## src/rtl/i2c_bm_pkg.sv

```systemverilog
package i2c_bm_pkg;
  typedef enum logic [3:0] {
    ST_RST, ST_IDLE, ST_STA_A, ST_STA_B, ST_BIT_SU, ST_BIT_HI, ST_BIT_LO,
    ST_STO_A, ST_STO_B, ST_GAP
  } state_e;

  localparam int unsigned FRAME_SLOTS     = 18;
  localparam int unsigned ADDR_ACK_SLOT   = 8;
  localparam int unsigned DATA_FIRST_SLOT = 9;
  localparam int unsigned DATA_LAST_SLOT  = 16;
  localparam int unsigned SLOT_W          = $clog2(FRAME_SLOTS);
endpackage

```

## src/rtl/i2c_bm_sync.sv

```systemverilog
module i2c_bm_sync #(
  parameter int unsigned STAGES = 2
) (
  input  logic clk_i,
  input  logic rst_ni,
  input  logic d_i,
  output logic q_o
);
  logic [STAGES-1:0] sh_q;

  // lines idle high, so the synchronizer resets to 1
  always_ff @(posedge clk_i or negedge rst_ni) begin
    if (!rst_ni) sh_q <= '1;
    else         sh_q <= {sh_q[STAGES-2:0], d_i};
  end

  assign q_o = sh_q[STAGES-1];
endmodule

```

## src/rtl/i2c_us_tick.sv

```systemverilog
module i2c_us_tick #(
  parameter int unsigned DIV = 125
) (
  input  logic clk_i,
  input  logic rst_ni,
  input  logic clr_i,
  output logic tick_o
);
  localparam int unsigned CW = (DIV > 1) ? $clog2(DIV) : 1;

  logic [CW-1:0] cnt_q;

  assign tick_o = (cnt_q == CW'(DIV - 1));

  always_ff @(posedge clk_i or negedge rst_ni) begin
    if (!rst_ni)               cnt_q <= '0;
    else if (clr_i || tick_o)  cnt_q <= '0;
    else                       cnt_q <= cnt_q + CW'(1);
  end
endmodule

```

## src/rtl/i2c_phase_timer.sv

```systemverilog
module i2c_phase_timer #(
  parameter int unsigned TW = 13
) (
  input  logic          clk_i,
  input  logic          rst_ni,
  input  logic          tick_i,
  input  logic          clr_i,
  input  logic [TW-1:0] len_i,
  output logic          expire_o
);
  logic [TW-1:0] cnt_q;

  assign expire_o = tick_i && (cnt_q == len_i - TW'(1));

  always_ff @(posedge clk_i or negedge rst_ni) begin
    if (!rst_ni)     cnt_q <= '0;
    else if (clr_i)  cnt_q <= '0;
    else if (tick_i) cnt_q <= cnt_q + TW'(1);
  end
endmodule

```

## src/rtl/i2c_bm_seq.sv

```systemverilog
module i2c_bm_seq
  import i2c_bm_pkg::*;
#(
  parameter int unsigned TW        = 13,
  parameter int unsigned T_LOW_US  = 3,
  parameter int unsigned T_HIGH_US = 5,
  parameter int unsigned GAP_US    = 1000,
  parameter int unsigned RESET_US  = 5000
) (
  input  logic          clk_i,
  input  logic          rst_ni,
  input  logic          start_i,
  input  logic          rd_i,
  input  logic [6:0]    addr_i,
  input  logic [7:0]    wdata_i,
  input  logic          scl_s_i,
  input  logic          sda_s_i,
  input  logic          expire_i,
  output logic [TW-1:0] ph_len_o,
  output logic          tmr_clr_o,
  output logic          tick_clr_o,
  output logic          scl_oe_o,
  output logic          sda_oe_o,
  output logic [7:0]    rdata_o,
  output logic          busy_o,
  output logic          done_o,
  output logic          nack_o,
  output logic          bus_busy_o
);
  state_e                 st_q;
  logic [FRAME_SLOTS-1:0] frame_q;  // 1 = release SDA in that slot
  logic [SLOT_W-1:0]      slot_q;
  logic                   rd_q;
  logic                   accept, last_slot, ack_slot, rx_slot, tx_bit;

  assign accept    = (st_q == ST_IDLE) && start_i;
  assign last_slot = (slot_q == SLOT_W'(FRAME_SLOTS - 1));
  assign ack_slot  = (slot_q == SLOT_W'(ADDR_ACK_SLOT)) || (last_slot && !rd_q);
  assign rx_slot   = rd_q && (slot_q >= SLOT_W'(DATA_FIRST_SLOT)) &&
                     (slot_q <= SLOT_W'(DATA_LAST_SLOT));
  assign tx_bit    = frame_q[FRAME_SLOTS-1];

  assign tmr_clr_o  = expire_i | accept;
  assign tick_clr_o = accept;
  assign busy_o     = (st_q != ST_IDLE);

  always_comb begin
    unique case (st_q)
      ST_RST:                         ph_len_o = TW'(RESET_US);
      ST_STA_A, ST_BIT_HI, ST_STO_B:  ph_len_o = TW'(T_HIGH_US);
      ST_STA_B, ST_BIT_SU, ST_BIT_LO,
      ST_STO_A:                       ph_len_o = TW'(T_LOW_US);
      ST_GAP:                         ph_len_o = TW'(GAP_US);
      default:                        ph_len_o = TW'(1);
    endcase
  end

  always_comb begin
    scl_oe_o = 1'b0;
    sda_oe_o = 1'b0;
    unique case (st_q)
      ST_STA_A:             sda_oe_o = 1'b1;
      ST_STA_B, ST_STO_A: begin scl_oe_o = 1'b1; sda_oe_o = 1'b1; end
      ST_BIT_SU, ST_BIT_LO: begin scl_oe_o = 1'b1; sda_oe_o = !tx_bit; end
      ST_BIT_HI:            sda_oe_o = !tx_bit;
      ST_STO_B:             sda_oe_o = 1'b1;
      default: ;
    endcase
  end

  always_ff @(posedge clk_i or negedge rst_ni) begin
    if (!rst_ni) begin
      st_q       <= ST_RST;
      frame_q    <= '1;
      slot_q     <= '0;
      rd_q       <= 1'b0;
      rdata_o    <= '0;
      nack_o     <= 1'b0;
      bus_busy_o <= 1'b0;
      done_o     <= 1'b0;
    end else begin
      done_o <= (st_q == ST_GAP) && expire_i;
      if (accept) begin
        st_q       <= ST_STA_A;
        rd_q       <= rd_i;
        slot_q     <= '0;
        nack_o     <= 1'b0;
        bus_busy_o <= !(scl_s_i && sda_s_i);
        frame_q    <= {addr_i, rd_i, 1'b1, (rd_i ? 8'hff : wdata_i), !rd_i};
      end else if (expire_i) begin
        unique case (st_q)
          ST_RST:    st_q <= ST_IDLE;
          ST_STA_A:  st_q <= ST_STA_B;
          ST_STA_B:  st_q <= ST_BIT_SU;
          ST_BIT_SU: st_q <= ST_BIT_HI;
          ST_BIT_HI: begin
            st_q <= ST_BIT_LO;
            if (ack_slot && sda_s_i) nack_o <= 1'b1;
            if (rx_slot) rdata_o <= {rdata_o[6:0], sda_s_i};
          end
          ST_BIT_LO: begin
            if (last_slot) st_q <= ST_STO_A;
            else begin
              st_q    <= ST_BIT_SU;
              slot_q  <= slot_q + SLOT_W'(1);
              frame_q <= {frame_q[FRAME_SLOTS-2:0], 1'b1};
            end
          end
          ST_STO_A:  st_q <= ST_STO_B;
          ST_STO_B:  st_q <= ST_GAP;
          default:   st_q <= ST_IDLE;
        endcase
      end
    end
  end
endmodule

```

## src/rtl/i2c_byte_master.sv

```systemverilog
module i2c_byte_master #(
  parameter int unsigned CLK_PER_US  = 125,
  parameter int unsigned T_LOW_US    = 3,
  parameter int unsigned T_HIGH_US   = 5,
  parameter int unsigned GAP_US      = 1000,
  parameter int unsigned RESET_US    = 5000,
  parameter int unsigned SYNC_STAGES = 2
) (
  input  logic       clk_i,
  input  logic       rst_ni,
  input  logic       start_i,
  input  logic       rd_i,
  input  logic [6:0] addr_i,
  input  logic [7:0] wdata_i,
  input  logic       scl_i,
  input  logic       sda_i,
  output logic       scl_oe_o,
  output logic       sda_oe_o,
  output logic [7:0] rdata_o,
  output logic       busy_o,
  output logic       done_o,
  output logic       nack_o,
  output logic       bus_busy_o
);
  localparam int unsigned MAX_US = (RESET_US > GAP_US) ? RESET_US : GAP_US;
  localparam int unsigned TW     = $clog2(MAX_US + 1);

  logic [1:0]    lines_in, lines_s;
  logic          tick, tick_clr, tmr_clr, expire;
  logic [TW-1:0] ph_len;

  assign lines_in = {scl_i, sda_i};

  for (genvar g = 0; g < 2; g++) begin : g_sync
    i2c_bm_sync #(.STAGES(SYNC_STAGES)) u_sync (
      .clk_i (clk_i),
      .rst_ni(rst_ni),
      .d_i   (lines_in[g]),
      .q_o   (lines_s[g])
    );
  end

  i2c_us_tick #(.DIV(CLK_PER_US)) u_tick (
    .clk_i (clk_i),
    .rst_ni(rst_ni),
    .clr_i (tick_clr),
    .tick_o(tick)
  );

  i2c_phase_timer #(.TW(TW)) u_timer (
    .clk_i   (clk_i),
    .rst_ni  (rst_ni),
    .tick_i  (tick),
    .clr_i   (tmr_clr),
    .len_i   (ph_len),
    .expire_o(expire)
  );

  i2c_bm_seq #(
    .TW(TW), .T_LOW_US(T_LOW_US), .T_HIGH_US(T_HIGH_US),
    .GAP_US(GAP_US), .RESET_US(RESET_US)
  ) u_seq (
    .clk_i     (clk_i),
    .rst_ni    (rst_ni),
    .start_i   (start_i),
    .rd_i      (rd_i),
    .addr_i    (addr_i),
    .wdata_i   (wdata_i),
    .scl_s_i   (lines_s[1]),
    .sda_s_i   (lines_s[0]),
    .expire_i  (expire),
    .ph_len_o  (ph_len),
    .tmr_clr_o (tmr_clr),
    .tick_clr_o(tick_clr),
    .scl_oe_o  (scl_oe_o),
    .sda_oe_o  (sda_oe_o),
    .rdata_o   (rdata_o),
    .busy_o    (busy_o),
    .done_o    (done_o),
    .nack_o    (nack_o),
    .bus_busy_o(bus_busy_o)
  );
endmodule

```

## config.mk

```make
export PLATFORM = sky130hd
export DESIGN_NAME = i2c_byte_master
export DESIGN_NICKNAME = d
export VERILOG_FILES = /design/src/rtl/i2c_bm_pkg.sv /design/src/rtl/i2c_bm_sync.sv /design/src/rtl/i2c_us_tick.sv /design/src/rtl/i2c_phase_timer.sv /design/src/rtl/i2c_bm_seq.sv /design/src/rtl/i2c_byte_master.sv
export SDC_FILE = /design/constraint.sdc
export NUM_CORES = 1
export LEC_CHECK = 0
export BUFFER_PORTS_ARGS = -buffer_cell sky130_fd_sc_hd__clkbuf_2
export CORE_ASPECT_RATIO = 2
export CORE_MARGIN = 10
export CORE_UTILIZATION = 54
export DETAILED_ROUTE_END_ITERATION = 6
export PLACE_DENSITY = 0.77
export SLEW_MARGIN = 5
export SYNTH_ARGS = -nofsm -noshare
export SYNTH_HDL_FRONTEND = slang
export SYNTH_SLANG_ARGS = --single-unit
```

## constraint.sdc

```tcl
create_clock -name clk_i -period 3.7 [get_ports clk_i]
set_input_delay 0.37 -clock clk_i [delete_from_list [all_inputs] [get_ports clk_i]]
set_output_delay 0.37 -clock clk_i [all_outputs]
set_load 0.005 [all_outputs]
```

== After elaboration in Yosys (flattened, before gate mapping) ==
Memory sizes are Yosys's and may differ from the RTL's.
Index checks and enable logic that the tools add are counted.

* ROM bits: 160
* Output and inout bits: 14
* Logic and storage cells: 83
* Memories: 1
* Input bits: 21
* Register bits: 63

* Eq/ne operators: 15
* $lt $le $gt $ge: 2
* $add $sub $neg: 4
* Multiplexer cells: 22
* Bitwise logic cells: 2
* Reduce and logical (&&, ||, !) cells: 25

{| class="wikitable"
|+ Memory list
! memory !! words !! bits a word !! read ports !! clocked after memory_dff !! wr ports !! line !! RTL
|-
| (no name shown) || 16 || 10 || 1 || 0 || 0 || i2c_bm_seq.sv:48 || <nowiki>unique case (st_q)</nowiki>
|}

{| class="wikitable"
|+ Operators with widths
! cell !! number
|-
| 18-bit 2-to-1 mux || 4
|-
| 4-bit case mux with 7 select lines || 1
|-
| 13-bit 2-to-1 mux || 2
|-
| 5-bit 2-to-1 mux || 4
|-
| 4-bit by 3-bit equality test with 1-bit output (second input constant) || 4
|-
| 13-bit by 1-bit adder with 13-bit output (second input constant) || 1
|-
| 13-bit equality test || 1
|-
| 13-bit by 1-bit subtractor with 13-bit output (second input constant) || 1
|-
| 2-bit nonzero test || 5
|-
| 4-bit by 2-bit equality test with 1-bit output (second input constant) || 2
|-
| 4-bit equality test (second input constant) || 2
|-
| 1-bit logical AND || 8
|-
| 4-bit 2-to-1 mux || 2
|-
| 8-bit 2-to-1 mux || 1
|-
| 4-bit OR reduction || 2
|-
| 7-bit by 1-bit adder with 7-bit output (second input constant) || 1
|-
| 7-bit equality test (second input constant) || 1
|-
| 7-bit 2-to-1 mux || 1
|-
| 3-bit AND reduction || 2
|-
| 5-bit by 1-bit adder with 5-bit output (second input constant) || 1
|-
| 5-bit by 4-bit equality test with 1-bit output (second input constant) || 1
|-
| 5-bit equality test (second input constant) || 1
|-
| 5-bit by 4-bit greater-or-equal comparator with 1-bit output (second input constant) || 1
|-
| 5-bit <= comparator (second input constant) || 1
|-
| 12 further kinds || 20
|}

== Depth between registers and ports, before layout ==
* Depth after elaboration: 8
* Depth in mapped cells: 16
* Depth with buffers taken out: 12

== Hierarchy ==
Synthesis repeated with hierarchy kept, for this count alone.

* Cells, all modules: 384
* Area total of the unflattened synthesis: 3673.5 um^2

{| class="wikitable"
|+ By module, submodules not included
! module !! instances !! area each (um^2) !! sequential area each (um^2) !! cells an instance
|-
| i2c_bm_seq || 1 || 2079.5 || 998.5 || 206
|-
| i2c_phase_timer || 1 || 1131.1 || 325.3 || 142
|-
| i2c_us_tick || 1 || 357.8 || 175.2 || 32
|-
| i2c_bm_sync || 2 || 52.6 || 52.6 || 2
|}

== Least setup slack after synthesis ==
No wires, ideal clock.

* Path kind: flip-flop to flip-flop
* Start: register u_seq.st_q[3]
* End: register u_seq.rdata_o[0]
* Stages on the path, launching flop included: 14
* Arrival time: 3.719 ns
* Period minus slack after synthesis: 3.844 ns
* Path slack: -0.144 ns
* Cells stage by stage: dfrtp_1 -> buf_2 -> buf_1 -> buf_1 -> a21oi_1 -> inv_1 -> ha_1 -> inv_1 -> a21o_1 -> o31a_1 -> or4b_1 -> a2111o_1 -> nor3_4 -> mux2_4

* Word-level cells in the longest chain between the ends: 5
* Elaborated cells on any way between the ends: 9
* Classes of those cells: 1 x add/sub; 3 x eq/ne; 1 x bitwise; 3 x reduce/logical; 1 x memory

{| class="wikitable"
|+ RTL lines
! what !! line !! RTL
|-
| start, declared || i2c_bm_seq.sv:30 || <nowiki>state_e st_q;</nowiki>
|-
| start signal, assigned || i2c_bm_seq.sv:73 || <nowiki>st_q <= ST_RST;</nowiki>
|-
| start signal, assigned || i2c_bm_seq.sv:84 || <nowiki>st_q <= ST_STA_A;</nowiki>
|-
| start signal, assigned || i2c_bm_seq.sv:92 || <nowiki>ST_RST: st_q <= ST_IDLE;</nowiki>
|-
| memory 16 x 10 bit || - ||
|-
| 13-bit by 1-bit subtractor with 13-bit output || i2c_phase_timer.sv:13 || <nowiki>assign expire_o = tick_i && (cnt_q == len_i - TW'(1));</nowiki>
|-
| 13-bit equality test || i2c_phase_timer.sv:13 ||
|-
| 1-bit logical AND || i2c_phase_timer.sv:13 ||
|-
| 4-bit AND reduction (no line) * || - ||
|-
| end signal, assigned || i2c_bm_seq.sv:99 || <nowiki>if (rx_slot) rdata_o <= {rdata_o[6:0], sda_s_i};</nowiki>
|-
| end, declared || i2c_bm_seq.sv:24 || <nowiki>output logic [7:0] rdata_o,</nowiki>
|}

Mark *: on every way between the ends. The rest lies on a longest branch, timed or not.
A chain may end at the register's enable or synchronous reset.

== Worst setup path after layout ==
* Start: register u_seq.st_q[0]
* End: register u_seq.rdata_o[3]

Same word-level chain as after synthesis.

==> run_summary.xml <==
<?xml version="1.0" encoding="UTF-8"?>
<metrics>
  <group name="outcome">
    <metric name="outcome" unit="">finished clean</metric>
  </group>
  <group name="clock_tree">
    <metric name="clkSlewWorstSetupHoldPaths" unit="ns">0.05</metric>
    <metric name="clock_sink_count" unit="">63</metric>
    <metric name="cts_setup_buffers" unit="">0</metric>
    <metric name="tritoncts.num_buffers" unit="">9</metric>
    <metric name="cts-root-buf" unit="">clkbuf_16</metric>
    <metric name="worst_skew_pair.late_latency" unit="ns">0.33</metric>
    <metric name="clock_tree.htree_level_count" unit="">3</metric>
    <metric name="clk_path_buf_depth" unit="">2</metric>
    <metric name="tritoncts" unit="">done</metric>
  </group>
  <group name="setup_path">
    <metric name="critical-path-top-delay-family" unit="">simple AND/OR/NAND/NOR gates</metric>
    <metric name="crit_path_end" unit="">u_seq.rdata_o[3]</metric>
    <metric name="crit_chain" unit="">and2_1, o21ai_0, inv_1, ha_2, xor2_1, a31oi_1, nand2b_1, or4b_1, a2111o_1, nor3_4, buf_12, mux2_4</metric>
    <metric name="startpoint" unit="">u_seq.st_q[0]</metric>
    <metric name="worst-path-stages" unit="">12</metric>
    <metric name="setup.reg_to_reg.worst_slack" unit="ns">0.23</metric>
    <metric name="end_kind" unit="">register</metric>
    <metric name="worstReg2RegEnd" unit="">u_seq.rdata_o[3]</metric>
    <metric name="ff2ff_path_depth" unit="">12</metric>
    <metric name="worst-endpoint-arrival" unit="ns">3.69</metric>
    <metric name="critical_path_class" unit="">reg2reg</metric>
    <metric name="cp.buffers_inverters" unit="">2</metric>
    <metric name="required" unit="ns">3.92</metric>
    <metric name="critical_path_peak_fanout" unit="">11</metric>
    <metric name="start_kind" unit="">register</metric>
    <metric name="timing.rr.start" unit="">u_seq.st_q[0]</metric>
    <metric name="timing.critical_path.slowest_cell_delay" unit="ns">0.52</metric>
    <metric name="cell_with_the_largest_stage_delay_on_the_worst_path" unit="">or4b_1</metric>
  </group>
  <group name="sta">
    <metric name="finalWorstPathRequiredPeriod" unit="ns">3.47</metric>
    <metric name="unrepaired_setup_endpoints_after_global_routing" unit="">no</metric>
    <metric name="postLayoutSetupSlackWorst" unit="ns">0.226</metric>
    <metric name="hold-worst-slack" unit="ns">0.113</metric>
    <metric name="tns" unit="ns">0</metric>
    <metric name="max_freq" unit="GHz">0.288</metric>
    <metric name="report.final.setup_viol" unit="">0</metric>
    <metric name="worst_slew_margin_rel" unit="%">33.0</metric>
    <metric name="slew_viol_final" unit="">0</metric>
    <metric name="final-hold-violation-count" unit="">0</metric>
    <metric name="worst_slew_pin_slew" unit="ns">1.01</metric>
    <metric name="fin_crit_sh" unit="%">93.9</metric>
    <metric name="worst_clock_skew" unit="ns">0.00805</metric>
  </group>
  <group name="detailed_routing">
    <metric name="highest_layer" unit="">met4</metric>
    <metric name="vias_per_cell" unit="">5.99</metric>
    <metric name="detailroute.wirelength.met3" unit="µm">323</metric>
    <metric name="wl" unit="µm">9240</metric>
    <metric name="drt_drc_violations_left" unit="">0</metric>
    <metric name="routedWlPerCell" unit="µm">17.9</metric>
    <metric name="drt_iter0_drc" unit="">161</metric>
    <metric name="dr_wl_met2" unit="µm">5150</metric>
    <metric name="first_pass_iters" unit="">5</metric>
    <metric name="routed-via-count" unit="">3096</metric>
    <metric name="antenna_violating_nets_post_route" unit="">0</metric>
    <metric name="met1_length" unit="µm">3300</metric>
  </group>
  <group name="grt">
    <metric name="grt_max_degree" unit="">41</metric>
    <metric name="global_route_wire_length_before_repair" unit="µm">15000</metric>
    <metric name="overflow" unit="">0</metric>
    <metric name="first_global_vias" unit="">3203</metric>
    <metric name="groute.usage.overall" unit="%">18.0</metric>
    <metric name="antenna_found_initial" unit="">0</metric>
  </group>
  <group name="pwr">
    <metric name="vdd.ir_drop.worst" unit="mV">0.392</metric>
    <metric name="pwr_density_cell" unit="nW/µm²">360</metric>
    <metric name="static-leakage-power" unit="nW">1.93</metric>
  </group>
  <group name="synthesis">
    <metric name="yosysTopAreaCell" unit="">dfrtp_1</metric>
    <metric name="synth_enable_flop_cells" unit="">0</metric>
    <metric name="synth.yosys.seq_area_share" unit="%">44.2</metric>
    <metric name="postSynthNetCount" unit="">414</metric>
    <metric name="synthDominantCellAreaShare" unit="%">28.3</metric>
    <metric name="synth_async_sr_flop_share" unit="%">100</metric>
    <metric name="yosys_cell_types" unit="">62</metric>
    <metric name="synth-warning-count" unit="">0</metric>
    <metric name="ys_top_cells_by_area" unit="">dfrtp_1 (28%), dfstp_2 (16%), nor2_1 (4.1%)</metric>
    <metric name="postSynthRegisterBits" unit="">63</metric>
    <metric name="synth_instances" unit="">386</metric>
    <metric name="postSynth.topFlopCell" unit="">dfrtp_1</metric>
    <metric name="syn_avg_cell_area" unit="µm²">9.39</metric>
    <metric name="mappedNetlistArea" unit="µm²">3630</metric>
  </group>
  <group name="finish">
    <metric name="fillCellCount" unit="">538</metric>
    <metric name="multi_input_area" unit="µm²">1870</metric>
    <metric name="layout.cells.most_common_list" unit="">nor2_1 (40), dfrtp_1 (40), clkbuf_2 (34)</metric>
    <metric name="num_antenna_cells" unit="">0</metric>
    <metric name="nets" unit="">452</metric>
    <metric name="fraction_of_final_layout_cells_sized_beyond_drive_strength_1" unit="%">28.0</metric>
    <metric name="share_of_the_core_filled_with_cells_in_the_final_layout" unit="%">65.1</metric>
    <metric name="register_area" unit="µm²">1610</metric>
    <metric name="areaGrowthSynthToFinish" unit="%">17.9</metric>
  </group>
  <group name="die">
    <metric name="io_pins" unit="">35</metric>
    <metric name="die-area" unit="µm²">10600</metric>
    <metric name="core_area" unit="µm²">6570</metric>
    <metric name="die-height" unit="µm">136</metric>
    <metric name="die_width" unit="µm">77.9</metric>
    <metric name="fp-row-count" unit="">42</metric>
    <metric name="start_util" unit="%">55.2</metric>
  </group>
  <group name="place">
    <metric name="buffer_ports.inserted" unit="">34</metric>
    <metric name="gp_routability_congestion" unit="">0.960</metric>
    <metric name="dp_worst_setup_slack" unit="ns">0.148</metric>
    <metric name="final_hpwl_from_detailed_placement" unit="µm">7000</metric>
  </group>
  <group name="flow_run">
    <metric name="max-cap-violations" unit="">0</metric>
  </group>
  <group name="worst_hold_path">
    <metric name="min_path_type" unit="">in2reg</metric>
  </group>
</metrics>
-- routing by layer --
layer	GRT usage, %	up-vias
met1	16.4	1516
met4	12.8	0
met3	4.03	28
met5	0	-
met2	33.6	88
li1	-	1464
-- Yosys cell counts (3+ instances only) --
master and count:
a21oi_1 24, nand4_1 10, a221o_1 10, and2_1 9, mux2_4 8, inv_1 13
and3_1 3, nor4b_1 6, dfrtp_1 41, xnor2_1 5, clkbuf_1 20, a31oi_1 7
dfstp_2 22, nor3_1 16, ha_1 7, nor2_1 40, buf_2 6, a21o_1 3
nand2_1 30, xor2_1 7, nand3b_1 4, mux2i_1 7, o21ai_0 13, nand3_1 20
or2_2 4, nor2b_1 5
-- sequential cells by signal (all words and copies together) (netlist names) --
signal              count
u_seq.bus_busy_o        1
u_seq.rdata_o           8
u_seq.done_o            1
u_seq.rd_q              1
u_tick.cnt_q            7
u_seq.slot_q            5
g_sync.u_sync.sh_q      4
u_seq.st_q              4
u_seq.nack_o            1
u_timer.cnt_q          13
u_seq.frame_q          18
-- how the worst min path moves through the flow --
stage	slack, ns	depth (start not counted)	from	to
after floorplan	0.07	0	rst_ni	u_seq.bus_busy_o
after global placement	0.35	0	g_sync[1].u_sync.sh_q[0]	g_sync[1].u_sync.sh_q[1]
after detailed placement	0.35	0	g_sync[1].u_sync.sh_q[0]	g_sync[1].u_sync.sh_q[1]
after CTS	0.11	1	scl_i	g_sync[1].u_sync.sh_q[0]
after global routing	0.11	1	sda_i	g_sync[0].u_sync.sh_q[0]
final	0.11	1	sda_i	g_sync[0].u_sync.sh_q[0]
-- where the power goes --
group / switching, mW / internal (mW) / leakage [nW]
Sequential: 0.000879 / 0.695 / 0.723
Combinational: 0.0170 / 0.00902 / 1.07
Clock: 0.299 / 0.518 / 0.142
Total: 0.317 / 1.22 / 1.93
-- logic make-up (layout without fill, tap and decap cells) --
group / count (synthesis) / count (layout) / share of synthesized area (%)
AO/OA/AOI/OAI: 82 / 82 / 15.8
XOR/XNOR: 12 / 12 / 2.90
adder cells (fa/ha/maj): 7 / 7 / 2.42
buffers and inverters: 42 / 85 / 4.76
flip-flops: 63 / 63 / 44.2
multiplexers: 16 / 16 / 5.56
AND/OR/NAND/NOR: 164 / 164 / 24.3
-- worst register-to-register path, stage by stage (launching register included) --
cell and delay [ns]:
dfrtp_2 0.48, and2_1 0.18, o21ai_0 0.25, inv_1 0.09, ha_2 0.24, xor2_1 0.21, a31oi_1 0.07, nand2b_1 0.21
or4b_1 0.52, a2111o_1 0.40, nor3_4 0.25, buf_12 0.17, mux2_4 0.30
-- layout make-up --
class	instances	share of cell area, %
Multi-Input combinational cell	281	43.8
Sequential cell	63	37.5
Timing Repair Buffer	56	8.14
Clock buffer	10	5.36
Tap cell	88	2.58
Clock inverter	6	1.43
Inverter	13	1.14
-- per-stage QoR --
stage	power, mW	cell area, µm²	std cells
final	1.54	4280	517
after global routing	1.58	4280	517
after CTS	1.55	4270	517
after detailed placement	0.734	3980	501
after global placement	0.733	3980	501
after floorplan	0.708	3630	386
-- timing repair --
item                                    4_1_cts  5_1_grt
endpoints found under the setup margin        0       28
resized for setup                             0        3
hold buffers                                  0        0
(Power assumes the default switching activity.)
